### src/rtl/mw_pkg.sv
package mw_pkg;

    typedef enum logic [2:0] {
        ST_IDLE,
        ST_OPC,
        ST_ADDR,
        ST_DATA,
        ST_READ,
        ST_DONE
    } dec_state_e;

    typedef enum logic [1:0] {
        OP_EXT   = 2'b00,
        OP_WRITE = 2'b01,
        OP_READ  = 2'b10,
        OP_ERASE = 2'b11
    } opcode_e;

    typedef enum logic [1:0] {
        SUB_DISABLE  = 2'b00,
        SUB_FILLALL  = 2'b01,
        SUB_CLEARALL = 2'b10,
        SUB_ENABLE   = 2'b11
    } subop_e;

    typedef enum logic [2:0] {
        RQ_NONE,
        RQ_ONE,
        RQ_ALL,
        RQ_EN,
        RQ_DIS
    } req_kind_e;

    typedef struct packed {
        logic sk_rise;
        logic sk_fall;
        logic cs_rise;
        logic cs_fall;
    } mw_edges_t;

    function automatic int addr_bits(input int word16, input int base);
        return (word16 != 0) ? base : base + 1;
    endfunction

    function automatic int data_bits(input int word16);
        return (word16 != 0) ? 16 : 8;
    endfunction

endpackage

### src/rtl/mw_edge.sv
module mw_edge
    import mw_pkg::*;
(
    input  logic      clk,
    input  logic      rst,
    input  logic      sclk_i,
    input  logic      cs_i,
    output mw_edges_t ev_o
);
    logic sk_q;
    logic cs_q;

    always_ff @(posedge clk) begin
        if (rst) begin
            sk_q <= 1'b0;
            cs_q <= 1'b0;
        end else begin
            sk_q <= sclk_i;
            cs_q <= cs_i;
        end
    end

    always_comb begin
        ev_o.sk_rise = sclk_i & ~sk_q;
        ev_o.sk_fall = ~sclk_i & sk_q;
        ev_o.cs_rise = cs_i & ~cs_q;
        ev_o.cs_fall = ~cs_i & cs_q;
    end

endmodule

### src/rtl/mw_store.sv
module mw_store
    import mw_pkg::*;
#(
    parameter int AW          = 6,
    parameter int DW          = 16,
    parameter int BUSY_CYCLES = 200
) (
    input  logic          clk,
    input  logic          rst,
    input  req_kind_e     req_kind_i,
    input  logic [AW-1:0] req_addr_i,
    input  logic [DW-1:0] req_data_i,
    input  logic [AW-1:0] rd_addr_i,
    output logic [DW-1:0] rd_data_o,
    output logic          busy_o,
    output logic          accept_o
);
    localparam int DEPTH = 1 << AW;
    localparam int BCW   = $clog2(BUSY_CYCLES + 1);
    localparam logic [BCW-1:0] BUSY_LOAD = BCW'(BUSY_CYCLES);

    logic [DW-1:0]  mem [DEPTH];
    logic           wen_q;
    logic [BCW-1:0] bcnt_q;
    logic           is_write;
    logic           wr_go;

    assign is_write  = (req_kind_i == RQ_ONE) || (req_kind_i == RQ_ALL);
    assign wr_go     = is_write && wen_q && !busy_o;
    assign busy_o    = (bcnt_q != '0);
    assign rd_data_o = mem[rd_addr_i];

    always_ff @(posedge clk) begin
        if (rst) begin
            wen_q    <= 1'b0;
            bcnt_q   <= '0;
            accept_o <= 1'b0;
        end else begin
            accept_o <= wr_go;
            if (req_kind_i == RQ_EN) begin
                wen_q <= 1'b1;
            end else if (req_kind_i == RQ_DIS) begin
                wen_q <= 1'b0;
            end
            if (wr_go) begin
                bcnt_q <= BUSY_LOAD;
            end else if (bcnt_q != '0) begin
                bcnt_q <= bcnt_q - BCW'(1);
            end
        end
    end

    for (genvar w = 0; w < DEPTH; w++) begin : g_word
        always_ff @(posedge clk) begin
            if (rst) begin
                mem[w] <= '0;
            end else if (wr_go && ((req_kind_i == RQ_ALL) || (req_addr_i == AW'(w)))) begin
                mem[w] <= req_data_i;
            end
        end
    end

    AST_LOCKED_NO_BUSY: assert property (@(posedge clk) disable iff (rst)
        (is_write && !wen_q && !busy_o) |=> !busy_o);

    AST_NO_REQ_WHILE_BUSY: assert property (@(posedge clk) disable iff (rst)
        busy_o |-> !is_write);

endmodule

### src/rtl/mw_cmd.sv
module mw_cmd
    import mw_pkg::*;
#(
    parameter int AW = 6,
    parameter int DW = 16
) (
    input  logic          clk,
    input  logic          rst,
    input  logic          cs_i,
    input  logic          sdi_i,
    input  mw_edges_t     ev_i,
    input  logic          busy_i,
    input  logic          accept_i,
    input  logic [DW-1:0] rd_data_i,
    output req_kind_e     req_kind_o,
    output logic [AW-1:0] req_addr_o,
    output logic [DW-1:0] req_data_o,
    output logic [AW-1:0] rd_addr_o,
    output logic          sdo_o,
    output logic          sdo_oe_o
);
    localparam int CW = $clog2(((AW > DW) ? AW : DW) + 1);
    localparam logic [CW-1:0] LAST_A = CW'(AW - 1);
    localparam logic [CW-1:0] LAST_D = CW'(DW - 1);
    localparam logic [CW-1:0] FULL_D = CW'(DW);

    dec_state_e    st_q;
    opcode_e       opc_q;
    logic [AW-1:0] addr_q;
    logic [DW-1:0] data_q;
    logic [CW-1:0] cnt_q;
    req_kind_e     req_q;
    logic          rd_oe_q;
    logic          rd_bit_q;
    logic          load_q;
    logic          show_q;
    logic          dismiss_q;
    logic          pend_q;
    logic [AW-1:0] full_addr;

    assign full_addr  = {addr_q[AW-2:0], sdi_i};
    assign req_kind_o = req_q;
    assign req_addr_o = addr_q;
    assign req_data_o = data_q;
    assign rd_addr_o  = addr_q;
    assign sdo_o      = show_q ? !busy_i : rd_bit_q;
    assign sdo_oe_o   = show_q | rd_oe_q;

    always_ff @(posedge clk) begin
        if (rst) begin
            st_q      <= ST_IDLE;
            opc_q     <= OP_EXT;
            addr_q    <= '0;
            data_q    <= '0;
            cnt_q     <= '0;
            req_q     <= RQ_NONE;
            rd_oe_q   <= 1'b0;
            rd_bit_q  <= 1'b0;
            load_q    <= 1'b0;
            show_q    <= 1'b0;
            dismiss_q <= 1'b0;
            pend_q    <= 1'b0;
        end else begin
            req_q <= RQ_NONE;
            if (accept_i) begin
                pend_q <= 1'b1;
            end
            if (load_q) begin
                data_q <= rd_data_i;
                load_q <= 1'b0;
            end
            if (!cs_i) begin
                st_q      <= ST_IDLE;
                cnt_q     <= '0;
                rd_oe_q   <= 1'b0;
                show_q    <= 1'b0;
                dismiss_q <= 1'b0;
                if (ev_i.cs_fall && show_q) begin
                    pend_q <= 1'b0;
                end
            end else if (ev_i.cs_rise && pend_q) begin
                show_q <= 1'b1;
            end else if (show_q) begin
                if (ev_i.sk_rise && sdi_i) begin
                    dismiss_q <= 1'b1;
                end
                if (ev_i.sk_fall && dismiss_q) begin
                    show_q    <= 1'b0;
                    dismiss_q <= 1'b0;
                    pend_q    <= 1'b0;
                end
            end else if (ev_i.sk_rise) begin
                unique case (st_q)
                    ST_IDLE: begin
                        if (sdi_i && !busy_i) begin
                            st_q  <= ST_OPC;
                            cnt_q <= '0;
                        end
                    end
                    ST_OPC: begin
                        opc_q <= opcode_e'({opc_q[0], sdi_i});
                        if (cnt_q == CW'(1)) begin
                            st_q  <= ST_ADDR;
                            cnt_q <= '0;
                        end else begin
                            cnt_q <= cnt_q + CW'(1);
                        end
                    end
                    ST_ADDR: begin
                        addr_q <= full_addr;
                        if (cnt_q == LAST_A) begin
                            cnt_q <= '0;
                            st_q  <= ST_DONE;
                            unique case (opc_q)
                                OP_READ: begin
                                    st_q     <= ST_READ;
                                    rd_oe_q  <= 1'b1;
                                    rd_bit_q <= 1'b0;
                                    load_q   <= 1'b1;
                                end
                                OP_WRITE: st_q <= ST_DATA;
                                OP_ERASE: begin
                                    req_q  <= RQ_ONE;
                                    data_q <= '1;
                                end
                                OP_EXT: begin
                                    unique case (subop_e'(full_addr[AW-1:AW-2]))
                                        SUB_ENABLE:  req_q <= RQ_EN;
                                        SUB_DISABLE: req_q <= RQ_DIS;
                                        SUB_CLEARALL: begin
                                            req_q  <= RQ_ALL;
                                            data_q <= '1;
                                        end
                                        SUB_FILLALL: st_q <= ST_DATA;
                                    endcase
                                end
                            endcase
                        end else begin
                            cnt_q <= cnt_q + CW'(1);
                        end
                    end
                    ST_DATA: begin
                        data_q <= {data_q[DW-2:0], sdi_i};
                        if (cnt_q == LAST_D) begin
                            req_q <= (opc_q == OP_WRITE) ? RQ_ONE : RQ_ALL;
                            st_q  <= ST_DONE;
                        end else begin
                            cnt_q <= cnt_q + CW'(1);
                        end
                    end
                    ST_READ: begin
                        if (cnt_q == FULL_D) begin
                            rd_oe_q <= 1'b0;
                            st_q    <= ST_DONE;
                        end else begin
                            rd_bit_q <= data_q[DW-1];
                            data_q   <= {data_q[DW-2:0], 1'b0};
                            cnt_q    <= cnt_q + CW'(1);
                        end
                    end
                    default: ;
                endcase
            end
        end
    end

    AST_HIZ_DESELECTED: assert property (@(posedge clk) disable iff (rst)
        !cs_i |=> !sdo_oe_o);

    AST_DISMISS_RELEASES: assert property (@(posedge clk) disable iff (rst)
        (cs_i && show_q && dismiss_q && ev_i.sk_fall) |=> !sdo_oe_o);

    AST_START_IGNORED_BUSY: assert property (@(posedge clk) disable iff (rst)
        (st_q == ST_IDLE && busy_i) |=> (st_q == ST_IDLE));

    AST_READ_DUMMY_ZERO: assert property (@(posedge clk) disable iff (rst)
        $rose(rd_oe_q) |-> !sdo_o);

    AST_IDLE_NO_DRIVE: assert property (@(posedge clk) disable iff (rst)
        (st_q == ST_IDLE && !show_q) |-> !sdo_oe_o);

endmodule

### src/rtl/mw_eeprom_slave.sv
module mw_eeprom_slave
    import mw_pkg::*;
#(
    parameter int WORD16      = 1,
    parameter int ADDR_BASE   = 6,
    parameter int BUSY_CYCLES = 200
) (
    input  logic clk,
    input  logic rst,
    input  logic cs_i,
    input  logic sclk_i,
    input  logic sdi_i,
    output logic sdo_o,
    output logic sdo_oe_o
);
    localparam int AW = addr_bits(WORD16, ADDR_BASE);
    localparam int DW = data_bits(WORD16);

    mw_edges_t     ev;
    req_kind_e     req_kind;
    logic [AW-1:0] req_addr;
    logic [DW-1:0] req_data;
    logic [AW-1:0] rd_addr;
    logic [DW-1:0] rd_data;
    logic          busy;
    logic          accept;

    mw_edge u_edge (
        .clk    (clk),
        .rst    (rst),
        .sclk_i (sclk_i),
        .cs_i   (cs_i),
        .ev_o   (ev)
    );

    mw_cmd #(.AW(AW), .DW(DW)) u_cmd (
        .clk        (clk),
        .rst        (rst),
        .cs_i       (cs_i),
        .sdi_i      (sdi_i),
        .ev_i       (ev),
        .busy_i     (busy),
        .accept_i   (accept),
        .rd_data_i  (rd_data),
        .req_kind_o (req_kind),
        .req_addr_o (req_addr),
        .req_data_o (req_data),
        .rd_addr_o  (rd_addr),
        .sdo_o      (sdo_o),
        .sdo_oe_o   (sdo_oe_o)
    );

    mw_store #(.AW(AW), .DW(DW), .BUSY_CYCLES(BUSY_CYCLES)) u_store (
        .clk        (clk),
        .rst        (rst),
        .req_kind_i (req_kind),
        .req_addr_i (req_addr),
        .req_data_i (req_data),
        .rd_addr_i  (rd_addr),
        .rd_data_o  (rd_data),
        .busy_o     (busy),
        .accept_o   (accept)
    );

endmodule

### config.mk
export PLATFORM = sky130hd
export DESIGN_NAME = mw_eeprom_slave
export DESIGN_NICKNAME = d
export VERILOG_FILES = /design/src/rtl/mw_pkg.sv /design/src/rtl/mw_edge.sv /design/src/rtl/mw_store.sv /design/src/rtl/mw_cmd.sv /design/src/rtl/mw_eeprom_slave.sv
export SDC_FILE = /design/constraint.sdc
export NUM_CORES = 2
export LEC_CHECK = 0
export BUFFER_PORTS_ARGS = -buffer_cell sky130_fd_sc_hd__clkbuf_2
export CORE_MARGIN = 4
export CORE_UTILIZATION = 55
export CTS_BUF_LIST = sky130_fd_sc_hd__clkbuf_4 sky130_fd_sc_hd__clkbuf_8 sky130_fd_sc_hd__clkbuf_16
export DETAILED_ROUTE_END_ITERATION = 6
export GPL_ROUTABILITY_DRIVEN = 0
export MAX_ROUTING_LAYER = met4
export PLACE_DENSITY = 0.73
export SLEW_MARGIN = 10
export SYNTH_ARGS = -nofsm -noshare
export SYNTH_HDL_FRONTEND = slang
export SYNTH_SLANG_ARGS = --single-unit
### constraint.sdc
create_clock -name clk -period 8.4 [get_ports clk]
set_input_delay 0 -clock clk [delete_from_list [all_inputs] [get_ports clk]]
set_output_delay 0 -clock clk [all_outputs]
set_load 0.005 [all_outputs]
==> reports/metrics.sh <==
START_UTIL_PCT=55.7
REQUIRED_PS=8920
TIGHTEST_SLEW_PS=1260
YS.FLOP_TYPE='sky130_fd_sc_hd__edfxtp_1'
MIN_PERIOD_OVER_PERIOD_PCT=45.4
INSERTION_DELAY_PS=670
LAYOUT.CELLS.MOST_COMMON='sky130_fd_sc_hd__and2_1'
REG2REG_DEPTH=7
CLK_PIN_SLEW_PS=60
DRT-PASS1-ITER-COUNT=6
TIMING.CRITICAL_PATH.ARRIVAL_PS=4330
FIN_CRIT_PS=3820
PORTBUFFERS=6
NET_SWITCHING_COMPONENT_OF_THE_POWER_W=0.00240
FMAX_GHz=0.262
LAYOUT_SETUP_WS_PS=4580
FINAL_CELL_MIX='1,028 x sky130_fd_sc_hd__and2_1, 1,024 x sky130_fd_sc_hd__edfxtp_1, 214 x sky130_fd_sc_hd__mux4_2'
DIE_X_UM=313
TIMING.RR.END='u_cmd.req_data_o[15]$_SDFF_PP0_'
PLACE_HPWL_UM=79900
CTS_BUFFERS=111
RSZ0062_AT_GRT='no'
TIMING.SETUP.CRITICAL_PATH_CLASS='reg -> reg'
VIA_COUNT=29859
ROOT_BUFFER='sky130_fd_sc_hd__clkbuf_16'
CTS_RESIZED=0
FLOORPLAN.DIE.HEIGHT_UM=313
POWER_SWITCHING_SHARE_PCT=20.5
GRT_REMAINING_OVERFLOW=0
SYNTH.AVG_CELL_AREA_UM2=14.4
REPORT.FINAL.SETUP_VIOL=0
FIRST_GLOBAL_VIAS=30502
IR_DROP_V=0.000165
POWER.LEAKAGE_nW=18.1
SYN_NETS=3564
SHARE_SEQ_OF_TOTAL_POWER_PCT=53.3
CLOCK_SINK_COUNT=1083
WORST_SETUP_START_KIND='register'
HOLD_CLASS='in -> reg'
FP.DIEAREA_UM2=98000
WORST_HOLD_PATH.ENDPOINT='u_cmd.rd_bit_q$_SDFFE_PP0P_'
MIN-DELAY-START='rst'
CTS_TREE='done'
POST_CTS_BUFFERS=0
GLOBALROUTETOTALUTIL_PCT=27.6
CELL_INTERNAL_PWR_W=0.00932
NETLIST_CELL_TYPES=70
SYN_TO_FINAL_GROWTH_PCT=8.77
TIMING.MAX_CAP.VIOLATIONS=0
TNS_PS=0
GRT_MAX_DEGREE=149
YOSYS_REGISTER_BITS=1083
REGISTER_AREA_UM2=32000
DETAIL_ROUTE.DRC_VIOLATIONS=0
POST-ROUTE-UTIL_PCT=60.6
CLOCK_TREE.HTREE_LEVEL_COUNT=3
WORST_SETUP_SKEW_AFTER_LAYOUT_PS=13.8
PIN_COUNT=7
ROUTED_WIRE_LENGTH_PER_INSTANCE_UM=27.4
ROUTED_VIA_DENSITY=6.25
FINAL_LAYOUT_SIZE_SUFFIX_GT1_SHARE_PCT=18.8
SLEW_HEADROOM_PCT=16.0
DP_WORST_SETUP_SLACK_PS=4740
SYNTH_WARNINGS=0
PLACED_CELLS=4561
MULTI_INPUT_COMB_AREA_UM2=17500
FILLCELLCOUNT=6783
PATH_MAX_FANOUT=52
FP-ROW-COUNT=111
R2R_SLACK_PS=4580
POWER_FRAC_COMB_PCT=3.7
GRT_PASS1_WL_UM=197000
RUN_STATUS='complete, no violations'
FINAL_NETS=3453
NUMBER_OF_SLEW_LIMIT_VIOLATIONS_IN_THE_FINAL_REPORT=0
FIN_WORST_HOLD_SLACK_PS=219
P_CLK_SHARE_PCT=43.0
HOLD_PATH_DEPTH=3
FINISH.CELL_COUNT_WITHOUT_FILLERS=4780
DRT_ITER0_MARKERS=3639
CLOCK_TREE.BUFFER_DEPTH=3
ANTENNA_FOUND_INITIAL=1
CTSHOLDBUFFERS=7
SYNTH_ENABLE_FLOP_CELLS=1024
HOLD_VIOL=0
FINAL_ANTENNA_NET_COUNT=0
DRT_WL_TOTAL_UM=131000
POWER.DENSITY_nW_PER_UM2=210
TIMING.CRITICAL_PATH.TO_TYPE='register'
YS_SEQ_AREA_SHARE_PCT=62.4
MAPPEDNETLISTAREA_UM2=51200
ASYNC_FLOP_SHARE_PCT=0
SYNTHCELLS=3549
COREAREA_UM2=91900
## state kept, by name, indices dropped and copies added, names as in the netlist, named ones only
| signal | cells |
|---|---|
| u_store.bcnt_q | 8 |
| u_cmd.load_q | 1 |
| u_cmd.req_kind_o | 3 |
| u_store.wen_q | 1 |
| u_cmd.req_data_o | 16 |
| u_cmd.rd_oe_q | 1 |
| u_cmd.dismiss_q | 1 |
| u_cmd.cnt_q | 5 |
| u_edge.cs_q | 1 |
| u_cmd.rd_bit_q | 1 |
| u_cmd.pend_q | 1 |
| u_edge.sk_q | 1 |
| u_cmd.st_q | 3 |
| u_store.accept_o | 1 |
| u_cmd.opc_q | 2 |
| u_cmd.show_q | 1 |
| u_cmd.rd_addr_o | 6 |
| u_store.mem | 1024 |
## cell type report
| type | instances | share of cell area (%) |
|---|---|---|
| Clock buffer | 149 | 5.70 |
| Timing Repair Buffer | 110 | 1.58 |
| Sequential cell | 1083 | 57.4 |
| Multi-Input combinational cell | 2116 | 31.3 |
| Inverter | 16 | 0.108 |
| Antenna cell | 2 | 0.00899 |
| Tap cell | 1243 | 2.79 |
| Clock inverter | 61 | 1.04 |
## routing by layer
metal  wire length [µm]  GRT usage (%)  vias to the layer above
met5                  0              -                        -
met3              11700           5.73                      345
met4               6270           11.4                        0
li1                   -              -                    12798
met1              49500           35.2                    15207
met2              63300           43.6                     1509
## synthesized netlist by cell type, types with 40 or more instances
master | count | area share (%)
sky130_fd_sc_hd__o22ai_1 | 40 | 0.49
sky130_fd_sc_hd__o21bai_1 | 65 | 0.95
sky130_fd_sc_hd__mux2i_1 | 91 | 1.8
sky130_fd_sc_hd__nor2_1 | 63 | 0.46
sky130_fd_sc_hd__mux4_2 | 214 | 9.4
sky130_fd_sc_hd__edfxtp_1 | 1024 | 60
sky130_fd_sc_hd__buf_4 | 63 | 0.92
sky130_fd_sc_hd__buf_2 | 50 | 0.49
sky130_fd_sc_hd__and2_1 | 1028 | 13
sky130_fd_sc_hd__nor2_4 | 49 | 1.1
sky130_fd_sc_hd__a21oi_1 | 133 | 1.3
sky130_fd_sc_hd__mux2_2 | 43 | 0.95
sky130_fd_sc_hd__dfxtp_1 | 59 | 2.3
sky130_fd_sc_hd__nand2_1 | 60 | 0.44
sky130_fd_sc_hd__clkbuf_1 | 187 | 1.4
## logic make-up after synthesis
logic type / after synthesis / share of synthesized area, %
simple gates: 1355 / 16.5
flops: 1083 / 62.4
compound gates: 394 / 5.03
buf+inv: 350 / 3.56
mux: 348 / 12.1
fa+ha+maj: 11 / 0.264
xor+xnor: 8 / 0.137
## critical path, cell delays in order, from the launching register on
cell and delay [ps]:
sky130_fd_sc_hd__dfxtp_4 880, sky130_fd_sc_hd__buf_4 780, sky130_fd_sc_hd__mux4_2 460, sky130_fd_sc_hd__mux2i_1 250, sky130_fd_sc_hd__nor2_1 70, sky130_fd_sc_hd__a311oi_1 670, sky130_fd_sc_hd__o41a_1 420, sky130_fd_sc_hd__a211oi_1 110
## power by group through the flow
stage / combinational (W) / sequential, W / clock, W
global route: 0.000468 / 0.00626 / 0.00531
floorplan: 0.000293 / 0.00632 / 0
global placement: 0.000420 / 0.00633 / 0
CTS: 0.000436 / 0.00624 / 0.00507
detailed placement: 0.000432 / 0.00636 / 0
finish: 0.000439 / 0.00624 / 0.00504
## how the worst max path moves through the flow
| stage | to | cells past startpoint | slack [ps] |
|---|---|---|---|
| after floorplan | u_store.mem[16][0]$_SDFFCE_PN0P_ | 9 | 5650 |
| after global placement | u_cmd.req_data_o[15]$_SDFF_PP0_ | 7 | 4790 |
| after detailed placement | u_store.mem[1][15]$_SDFFCE_PN0P_ | 9 | 4740 |
| after CTS | u_store.mem[1][4]$_SDFFCE_PN0P_ | 9 | 4720 |
| after global routing | u_cmd.req_data_o[15]$_SDFF_PP0_ | 7 | 4520 |
| final | u_cmd.req_data_o[15]$_SDFF_PP0_ | 7 | 4580 |
## stage by stage
stage          total power (W)  instance area, µm²
2_1_floorplan          0.00661               51200
3_3_place_gp           0.00675               51900
3_5_place_dp           0.00679               51900
4_1_cts                 0.0118               55700
5_1_grt                 0.0120               55700
6_report                0.0117               55700
Note: power is estimated with default switching activity, not from simulation.
